<file path="src/rtl/tx_mac_irq_pkg.sv">
package tx_mac_irq_pkg;
  localparam int BIT_FRM  = 0;
  localparam int BIT_UNDR = 1;
  localparam int BIT_XERR = 4;
  localparam int BIT_BEXP = 10;
  localparam int BIT_FEXP = 11;

  typedef enum logic [1:0] {
    ADDR_STATUS = 2'd0,
    ADDR_MASK   = 2'd1,
    ADDR_FCNT   = 2'd2,
    ADDR_BCNT   = 2'd3
  } reg_addr_e;
endpackage

</file>
<file path="src/rtl/tx_sat_counter.sv">
module tx_sat_counter #(
  parameter int CNT_W = 32,
  parameter int ADD_W = 16
) (
  input  logic             clk,
  input  logic             rst_n,
  input  logic             wr_en,
  input  logic [CNT_W-1:0] wr_data,
  input  logic             add_en,
  input  logic [ADD_W-1:0] add_val,
  output logic [CNT_W-1:0] count,
  output logic             expire
);
  localparam logic [CNT_W-1:0] MAXV = '1;

  logic [CNT_W:0]   sum;
  logic [CNT_W-1:0] next_sat;

  always_comb begin
    sum      = {1'b0, count} + {{(CNT_W + 1 - ADD_W){1'b0}}, add_val};
    next_sat = sum[CNT_W] ? MAXV : sum[CNT_W-1:0];
    expire   = add_en && !wr_en && (count != MAXV) && (next_sat == MAXV);
  end

  always_ff @(posedge clk or negedge rst_n) begin
    if (!rst_n)      count <= '0;
    else if (wr_en)  count <= wr_data;
    else if (add_en) count <= next_sat;
  end


  sat_hold_chk: assert property (@(posedge clk) disable iff (!rst_n)
    (count == MAXV && !wr_en) |=> (count == MAXV));


  no_wrap_chk: assert property (@(posedge clk) disable iff (!rst_n)
    (add_en && !wr_en) |=> (count >= $past(count)));


  wr_load_chk: assert property (@(posedge clk) disable iff (!rst_n)
    wr_en |=> (count == $past(wr_data)));
endmodule

</file>
<file path="src/rtl/tx_irq_status.sv">
module tx_irq_status #(
  parameter int          W        = 32,
  parameter logic [31:0] MASK_RST = 32'h1
) (
  input  logic         clk,
  input  logic         rst_n,
  input  logic [W-1:0] set_vec,
  input  logic         rd_clr,
  input  logic         mask_wr,
  input  logic [W-1:0] mask_wdata,
  output logic [W-1:0] status,
  output logic [W-1:0] mask,
  output logic         irq
);
  logic [W-1:0] status_d;

  always_comb status_d = (rd_clr ? '0 : status) | set_vec;

  always_ff @(posedge clk or negedge rst_n) begin
    if (!rst_n) begin
      status <= '0;
      mask   <= W'(MASK_RST);
    end else begin
      status <= status_d;
      if (mask_wr) mask <= mask_wdata;
    end
  end

  assign irq = |(status & ~mask);


  evt_kept_chk: assert property (@(posedge clk) disable iff (!rst_n)
    (set_vec != '0) |=> ((status & $past(set_vec)) == $past(set_vec)));


  rd_clear_chk: assert property (@(posedge clk) disable iff (!rst_n)
    (rd_clr && set_vec == '0) |=> (status == '0));


  sticky_chk: assert property (@(posedge clk) disable iff (!rst_n)
    (!rd_clr) |=> ((status & $past(status)) == $past(status)));
endmodule

</file>
<file path="src/rtl/tx_mac_cnt_irq.sv">
module tx_mac_cnt_irq #(
  parameter int          CNT_W    = 32,
  parameter int          LEN_W    = 16,
  parameter logic [31:0] MASK_RST = 32'h1
) (
  input  logic             clk,
  input  logic             rst_n,
  input  logic             tx_frm_valid,
  output logic             tx_frm_ready,
  input  logic [LEN_W-1:0] tx_frm_len,
  input  logic             tx_underrun,
  input  logic             tx_xfer_err,
  input  logic [1:0]       reg_addr,
  input  logic             reg_wr,
  input  logic             reg_rd,
  input  logic [CNT_W-1:0] reg_wdata,
  output logic [CNT_W-1:0] reg_rdata,
  output logic             irq
);
  import tx_mac_irq_pkg::*;

  logic             frm_acc;
  logic             fcnt_wr, bcnt_wr, mask_wr, stat_rd;
  logic [CNT_W-1:0] fcnt, bcnt, status, mask, set_vec;
  logic             fexp, bexp;

  assign tx_frm_ready = 1'b1;
  assign frm_acc      = tx_frm_valid && tx_frm_ready;

  assign fcnt_wr = reg_wr && (reg_addr == ADDR_FCNT);
  assign bcnt_wr = reg_wr && (reg_addr == ADDR_BCNT);
  assign mask_wr = reg_wr && (reg_addr == ADDR_MASK);
  assign stat_rd = reg_rd && (reg_addr == ADDR_STATUS);

  tx_sat_counter #(.CNT_W(CNT_W), .ADD_W(1)) u_fcnt (
    .clk(clk), .rst_n(rst_n), .wr_en(fcnt_wr), .wr_data(reg_wdata),
    .add_en(frm_acc), .add_val(1'b1), .count(fcnt), .expire(fexp)
  );

  tx_sat_counter #(.CNT_W(CNT_W), .ADD_W(LEN_W)) u_bcnt (
    .clk(clk), .rst_n(rst_n), .wr_en(bcnt_wr), .wr_data(reg_wdata),
    .add_en(frm_acc), .add_val(tx_frm_len), .count(bcnt), .expire(bexp)
  );

  always_comb begin
    set_vec           = '0;
    set_vec[BIT_FRM]  = frm_acc;
    set_vec[BIT_UNDR] = tx_underrun;
    set_vec[BIT_XERR] = tx_xfer_err;
    set_vec[BIT_BEXP] = bexp;
    set_vec[BIT_FEXP] = fexp;
  end

  tx_irq_status #(.W(CNT_W), .MASK_RST(MASK_RST)) u_stat (
    .clk(clk), .rst_n(rst_n), .set_vec(set_vec), .rd_clr(stat_rd),
    .mask_wr(mask_wr), .mask_wdata(reg_wdata),
    .status(status), .mask(mask), .irq(irq)
  );

  always_comb begin
    unique case (reg_addr)
      ADDR_STATUS: reg_rdata = status;
      ADDR_MASK:   reg_rdata = mask;
      ADDR_FCNT:   reg_rdata = fcnt;
      default:     reg_rdata = bcnt;
    endcase
  end


  frm_count_chk: assert property (@(posedge clk) disable iff (!rst_n)
    (frm_acc && !fcnt_wr && fcnt != '1) |=> (fcnt == $past(fcnt) + 1'b1));


  ready_chk: assert property (@(posedge clk) disable iff (!rst_n)
    tx_frm_valid |-> tx_frm_ready);
endmodule

</file>
<file path="config.mk">
export PLATFORM = sky130hd
export DESIGN_NAME = tx_mac_cnt_irq
export DESIGN_NICKNAME = d
export VERILOG_FILES = /design/src/rtl/tx_mac_irq_pkg.sv /design/src/rtl/tx_sat_counter.sv /design/src/rtl/tx_irq_status.sv /design/src/rtl/tx_mac_cnt_irq.sv
export SDC_FILE = /design/constraint.sdc
export NUM_CORES = 1
export LEC_CHECK = 0
export ABC_AREA = 1
export BUFFER_PORTS_ARGS = -buffer_cell sky130_fd_sc_hd__buf_2
export CAP_MARGIN = 20
export CORE_MARGIN = 8
export CORE_UTILIZATION = 54
export DETAILED_ROUTE_END_ITERATION = 7
export PLACE_DENSITY = 0.72
export SYNTH_ARGS = -nofsm -noshare
export SYNTH_HDL_FRONTEND = slang
export SYNTH_SLANG_ARGS = --single-unit
</file>
<file path="constraint.sdc">
create_clock -name clk -period 2.48 [get_ports clk]
set_input_delay 0.124 -clock clk [delete_from_list [all_inputs] [get_ports clk]]
set_output_delay 0.124 -clock clk [all_outputs]
set_load 0.05 [all_outputs]
</file>
# After elaboration in Yosys (flattened, before gate mapping)
# Cells that the tools add are included.
# Widths: inputs -> output; s select.
dict set report totals {
  out_inout_bits 34
  ff_bits 128
  word_cells 40
  in_bits 57
}
dict set report classes {
  n_reduce_logical 16
  mux 8
  bitwise 3
  n_addsub 2
  n_eq_ne 7
}
# op n
set ops {}
lappend ops {{$mux 32} 7}
lappend ops {{$pmux 32 s3} 1}
lappend ops {{$eq 32x32->1 const B} 2}
lappend ops {{$ne 32x32->1 const B} 2}
lappend ops {{$add 32x1->33 const B} 1}
lappend ops {{$add 32x16->33} 1}
lappend ops {{$and 32x32->32} 1}
lappend ops {{$not 32->32} 1}
lappend ops {{$or 32x12->32} 1}
lappend ops {{$reduce_or 32->1} 1}
lappend ops {{$logic_and 1x1->1} 10}
lappend ops {{$eq 2x2->1 const B} 2}
lappend ops {{$reduce_bool 2->1} 2}
lappend ops {{$eq 2x1->1 const B} 1}
lappend ops {{$logic_not 1->1} 2}
lappend ops {{$logic_not 2->1} 1}

# Logic depth before layout (Yosys ltp)
dict set report logic_depth {
  depth_word 7
  mapped_depth 18
  depth_no_buf 17
}

# Hierarchy
# A second synthesis with hierarchy kept.
dict set report hier_totals {
  hier_cells 1542
  hier_area_um2 9734.3
}
# mod area_each_um2 cells_per_inst instances
set modules_own_cells {}
lappend modules_own_cells {{tx_sat_counter (u_bcnt)} 3529.6 633 1}
lappend modules_own_cells {tx_irq_status 2658.8 288 1}
lappend modules_own_cells {{tx_sat_counter (u_fcnt)} 2585.0 427 1}
lappend modules_own_cells {tx_mac_cnt_irq 960.9 194 1}

# Least setup slack after synthesis
# No wires, ideal clock.
dict set report synth_path {
  kind {reg-to-reg}
  start {register u_bcnt.count[0]}
  end {register u_stat.status[10]}
  period_less_slack_ns 2.218
  required_ns 2.364
  path_buffers 1
  stages_incl_launch_ff 18
  path_slack_ns 0.262
  t_arrival_ns 2.102
  cell_sequence {dfrtp_1 ha_1 fa_1 nand3_1 nand3_2 nand2_1 nand2_2 nand2_2 nand2_2 nand2_2 buf_6 nand2_1 nor2_1 nor2_1 nand3_1 nor2_1 nand2_1 nand2_1}
}
dict set report synth_via {
  elab_chain_cells 5
  word_cells_on_any_way 7
  cone_classes {add/sub: 1; eq/ne: 2; mux: 1; bitwise: 1; reduce/logical: 2}
}
# element line
set synth_lines {}
lappend synth_lines {{from (decl)} tx_sat_counter.sv:11} ;# output logic [CNT_W-1:0] count,
lappend synth_lines {{from (signal assigned)} tx_sat_counter.sv:27} ;# else if (wr_en) count <= wr_data;
lappend synth_lines {{from (signal assigned)} tx_sat_counter.sv:28} ;# else if (add_en) count <= next_sat;
lappend synth_lines {{$add 32x16->33} tx_sat_counter.sv:20} ;# sum = {1'b0, count} + {{(CNT_W + 1 - ADD_W){1'b0}}, add_val};
lappend synth_lines {{$mux 32} tx_sat_counter.sv:21} ;# next_sat = sum[CNT_W] ? MAXV : sum[CNT_W-1:0];
lappend synth_lines {{$eq 32x32->1} tx_sat_counter.sv:22} ;# expire = add_en && !wr_en && (count != MAXV) && (next_sat == MAXV);
lappend synth_lines {{$logic_and 1x1->1 *} tx_sat_counter.sv:22}
lappend synth_lines {{$or 32x12->32 *} tx_irq_status.sv:17} ;# always_comb status_d = (rd_clr ? '0 : status) | set_vec;
lappend synth_lines {{named net u_stat.status_d[10]} tx_irq_status.sv:15} ;# logic [W-1:0] status_d;
lappend synth_lines {{to (signal assigned)} tx_irq_status.sv:24} ;# status <= status_d;
lappend synth_lines {{to (decl)} tx_irq_status.sv:11} ;# output logic [W-1:0] status,
# Mark *: on every way through the listed nets, which the timed path passes. The rest lies on a longest branch.
# A chain may end at the register's enable or synchronous reset.

# Final worst setup path
dict set report layout_path {
  start {register u_bcnt.count[7]}
  end {register u_stat.status[10]}
}
# Same word-level chain as after synthesis.

==> results_tabular.tex <==
\begin{tabular}{lr}
\hline
Metric & Value \\
\hline
\multicolumn{2}{l}{\textbf{Logic synthesis}} \\
\quad Count of distinct cell types in the synthesized netlist & 41 \\
\quad Dominant combinational cell family by area after synthesis & simple AND/OR/NAND/NOR gates \\
\quad Count of warnings emitted by yosys & 0 \\
\quad Area of the mapped netlist & between 7000 and 8000 um2 \\
\quad Post-synthesis mux area share & $\sim$2.9\% \\
\quad Area fraction in compound gates after synthesis & about 13\% \\
\quad Number of flops mapped to enable cells by yosys & 0 \\
\quad Adder-cell share of the synthesized area & roughly 3.0\% \\
\quad Post-Synth XOR/XNOR Area & under 10\% \\
\quad Sequential-to-total area share from yosys stat & 32.1\% \\
\quad Main synth FF type & sky130\_fd\_sc\_hd\_\_dfrtp\_1 \\
\quad Net count after synthesis & between 1000 and 1500 \\
\quad Async S/R FF share, synth & 100\% \\
\quad Number of instances in the synthesized netlist & approximately 1200 \\
\quad Mean area per synthesized cell & about 6.7 um2 \\
\quad Flops \& latches, synth & 101 \\
\quad Area share of and/or/nand/nor cells after synthesis & 36.8\% \\
\multicolumn{2}{l}{\textbf{Routing}} \\
\quad Number of detailed-route iterations in the first pass & 5 \\
\quad Post-detailed-route wirelength per cell & between 15 and 20 um \\
\quad Routed WL & 28200 um \\
\quad Initial DRC count & between 800 and 900 \\
\quad Overall via count from detail\_route & 8706 \\
\quad Vias per cell & 5.83 \\
\quad Antenna-violating nets left & 0 \\
\quad DRC violation count after routing & 0 \\
\multicolumn{2}{l}{\textbf{GRT}} \\
\quad Largest net degree at the start of global routing & between 50 and 60 \\
\quad Global Route Usage Sum & between 20\% and 30\% \\
\quad Global-route wire length before repair & 42800 um \\
\quad Antenna violations before repair & 0 \\
\quad Congestion Overflow GR & 0 \\
\quad Vias in the first global route & just over 8000 \\
\multicolumn{2}{l}{\textbf{STA}} \\
\quad Count of endpoints failing hold in the final timing report & 0 \\
\quad Worst path setup slack after routing & 96.9 ps \\
\quad Slew Viols, Final & 0 \\
\quad Time the final worst path needs with I/O delays and setup & between 2000 and 2500 ps \\
\quad Post-Route Skew & 6.68 ps \\
\quad Share of the clock period used by the worst path after layout & 96.1\% \\
\quad Transition time at the pin with the least slew margin & about 670 ps \\
\quad Setup violators final & 0 \\
\quad Slew Limit Headroom & 55.4\% \\
\quad FMAX & 420 MHz \\
\multicolumn{2}{l}{\textbf{Worst setup path}} \\
\quad Worst setup slack for register-to-register paths & a little under 100 ps \\
\quad Worst Setup SP & u\_bcnt.count[7] \\
\quad Worst reg2reg path depth & 19 \\
\quad Worst reg2reg endpoint & u\_stat.status[10] \\
\quad Nature of the critical path startpoint & register \\
\quad Destination of the critical timing path & u\_stat.status[10] \\
\quad Data required time of the worst path & about 2800 ps \\
\quad RR Startpoint & u\_bcnt.count[7] \\
\quad Type of element capturing the critical path & register \\
\quad Critical-path maximum fanout & 7 \\
\quad WS Path Type & reg2reg \\
\quad Critical Path AT & between 2000 and 3000 ps \\
\multicolumn{2}{l}{\textbf{Floorplanning}} \\
\quad Ports & about 90 \\
\quad Die boundary height & between 100 and 150 um \\
\quad Starting utilization of the core area & between 50\% and 60\% \\
\quad Die area & about 19000 um2 \\
\quad Core Region & roughly 14000 um2 \\
\quad Width of the die & $\sim$140 um \\
\quad Count of standard-cell rows & 44 \\
\multicolumn{2}{l}{\textbf{Min path}} \\
\quad Tightest Hold Check Type & in2reg \\
\quad Cells on Worst Hold Path & 3 \\
\multicolumn{2}{l}{\textbf{Finish}} \\
\quad \# nets final & $\sim$1400 \\
\quad Synth-to-layout area growth & 21.1\% \\
\quad Share of final-layout standard cells stronger than drive strength 1 & 21.3\% \\
\quad Post-route standard cell area excluding fillers & 9540 um2 \\
\quad Fill cell count & 1365 \\
\quad Antenna diode instance count & 0 \\
\multicolumn{2}{l}{\textbf{Run}} \\
\quad Total of max-cap violations & 0 \\
\multicolumn{2}{l}{\textbf{Power}} \\
\quad Pwr dens & a little under 900 nW/um2 \\
\quad Worst IR Drop VDD & between 400 and 500 uV \\
\quad Leakage power of the design & between 4 and 5 nW \\
\multicolumn{2}{l}{\textbf{Clock tree}} \\
\quad Buffer depth of the longest clock path & 2 \\
\quad Worst skew pair latency & between 300 and 400 ps \\
\quad H-tree level count & 3 \\
\quad Sink count of the clock tree & between 100 and 150 \\
\quad TritonCTS buffer count & 9 \\
\quad CTS root buf & sky130\_fd\_sc\_hd\_\_clkbuf\_16 \\
\quad CTS clk-pin slew, worst paths & 70 ps \\
\quad Clock tree from TritonCTS & done \\
\multicolumn{2}{l}{\textbf{Placed design}} \\
\quad Post-Place Worst Slack & -0.247 ps \\
\quad Cell area after placement & 8780 um2 \\
\quad Half-perimeter wire length of the detailed placement result & approximately 22000 um \\
\quad I/O Buffers & $\sim$90 \\
\quad Final GP Congestion & 0.989 \\
\multicolumn{2}{l}{\textbf{Run status}} \\
\quad Result of the run & finished, final reports clean \\
\hline
\end{tabular}
[worst min path at each step]
| stage | from | end |
|---|---|---|
| 6_report | reg_wdata[26] | u_bcnt.count[26] |
| 5_1_grt | reg_wdata[18] | u_stat.mask[18] |
| 4_1_cts | reg_wdata[27] | u_fcnt.count[27] |
| 3_5_place_dp | rst_n | u_stat.mask[11] |
| 3_3_place_gp | rst_n | u_stat.mask[11] |
| 2_1_floorplan | rst_n | u_bcnt.count[0] |
[sequential cells by signal (all words and copies together) (netlist names)]
signal	cells
u_bcnt.count	32
u_fcnt.count	32
u_stat.mask	32
u_stat.status	5
[cell usage in the layout (no fill, tap or decap), drive strengths merged, types with 19 or more instances in the layout]
master    n
nor3     20
mux2     20
o221ai   46
nand3    97
buf     146
inv     171
nand2   438
dfrtp   100
nand4    19
o211ai   44
nor2     91
o21ai    29
[where the power goes]
part | total, mW | internal [mW] | switching (mW)
logic | 4.50 | 1.65 | 2.85
registers | 2.44 | 2.03 | 0.417
clock network | 1.43 | 0.785 | 0.647
total | 8.38 | 4.46 | 3.92
[per-stage QoR]
stage / power, mW / hold slack, ps / TNS (ps) / utilization [%] / std cells
6_report: 8.38 / 50.7 / 0 / 66.2 / 1493
5_1_grt: 8.87 / 53.1 / -48.5 / 66.2 / 1493
4_1_cts: 7.79 / 38.0 / 0 / 63.1 / 1481
3_5_place_dp: 6.34 / 186 / -0.247 / 60.9 / 1462
3_3_place_gp: 6.32 / 194 / 0 / 60.9 / 1462
2_1_floorplan: 4.98 / -172 / 0 / - / 1176
[critical path, stage by stage, from the launching register on]
cell	delay, ps
sky130_fd_sc_hd__dfrtp_1	440
sky130_fd_sc_hd__ha_4	290
sky130_fd_sc_hd__buf_4	130
sky130_fd_sc_hd__nand2_4	60
sky130_fd_sc_hd__inv_1	60
sky130_fd_sc_hd__nand2_1	60
sky130_fd_sc_hd__nand2_2	70
sky130_fd_sc_hd__inv_1	50
sky130_fd_sc_hd__nand2_2	90
sky130_fd_sc_hd__nand2_2	80
sky130_fd_sc_hd__nand2_4	100
sky130_fd_sc_hd__nand2_8	90
sky130_fd_sc_hd__clkbuf_16	180
sky130_fd_sc_hd__nand3_1	100
sky130_fd_sc_hd__nand2_1	60
sky130_fd_sc_hd__nor2_1	120
sky130_fd_sc_hd__nand2_1	80
sky130_fd_sc_hd__nor2_2	120
sky130_fd_sc_hd__nand2_1	80
sky130_fd_sc_hd__nand2_1	60
[cells by family after synthesis]
kind of cell             after synthesis
XOR/XNOR                              18
flip-flops                           101
buffers and inverters                205
adder cells (fa/ha/maj)               18
other                                  1
multiplexers                          20
AO/OA/AOI/OAI                        140
AND/OR/NAND/NOR                      673
[Yosys cell counts (2+ instances only)]
master                     number  area, um2
sky130_fd_sc_hd__nor3_1        16       80.1
sky130_fd_sc_hd__o211ai_1      44        330
sky130_fd_sc_hd__nor2_4         6       67.6
sky130_fd_sc_hd__clkbuf_1      20       75.1
sky130_fd_sc_hd__nand3_1       94        470
sky130_fd_sc_hd__nor2_2         7       43.8
sky130_fd_sc_hd__nor2_1        78        293
sky130_fd_sc_hd__mux2_2        20        225
sky130_fd_sc_hd__nand4_1       19        119
sky130_fd_sc_hd__a221oi_1       5       43.8
sky130_fd_sc_hd__xor2_1         9       78.8
sky130_fd_sc_hd__nand2_2       10       62.6
sky130_fd_sc_hd__o21bai_1       2       15.0
sky130_fd_sc_hd__a21o_1         2       15.0
sky130_fd_sc_hd__xnor2_1        9       78.8
sky130_fd_sc_hd__inv_1        162        608
sky130_fd_sc_hd__buf_2          5       25.0
sky130_fd_sc_hd__a21oi_1       10       50.1
sky130_fd_sc_hd__o21ai_0       28        140
sky130_fd_sc_hd__buf_1          4       15.0
sky130_fd_sc_hd__ha_1          17        213
sky130_fd_sc_hd__o221ai_1      46        403
sky130_fd_sc_hd__buf_6          5       56.3
sky130_fd_sc_hd__dfrtp_1      100       2500
sky130_fd_sc_hd__nand3_2        3       30.0
sky130_fd_sc_hd__nand2_4        3       33.8
sky130_fd_sc_hd__nor4_1         2       12.5
sky130_fd_sc_hd__inv_2          7       26.3
sky130_fd_sc_hd__nand3b_1       5       37.5
sky130_fd_sc_hd__nand2_1      425       1600
sky130_fd_sc_hd__nor3_2         3       30.0
[per-layer routing]
layer  track usage, %  wire length (um)  up-vias
met2             47.7             13300      407
met3             6.72              2550       73
li1                 -                 -     4129
met4             10.3               847        0
met5                0                 0        -
met1             38.5             11500     4097
[layout make-up]
| type | count | area (um2) | share of cell area, % |
|---|---|---|---|
| Clock buffer | 10 | 229 | 2.40 |
| Multi-Input combinational cell | 870 | 4820 | 50.5 |
| Clock inverter | 6 | 62.6 | 0.656 |
| Inverter | 170 | 638 | 6.69 |
| Tap cell | 184 | 230 | 2.41 |
| Sequential cell | 101 | 2530 | 26.6 |
| Timing Repair Buffer | 152 | 1030 | 10.8 |
[timing repair]
| action | in CTS | in global routing |
|---|---|---|
| hold buffers | 3 | 0 |
| setup endpoints to repair | 1 | 14 |
| resized for setup | 1 | 63 |
| endpoints found under the hold margin | 49 | 0 |
| pin swaps | 0 | 15 |
| setup buffers | 0 | 9 |
| gates cloned | 0 | 3 |
No activity file was read; power rests on OpenSTA's default activity.
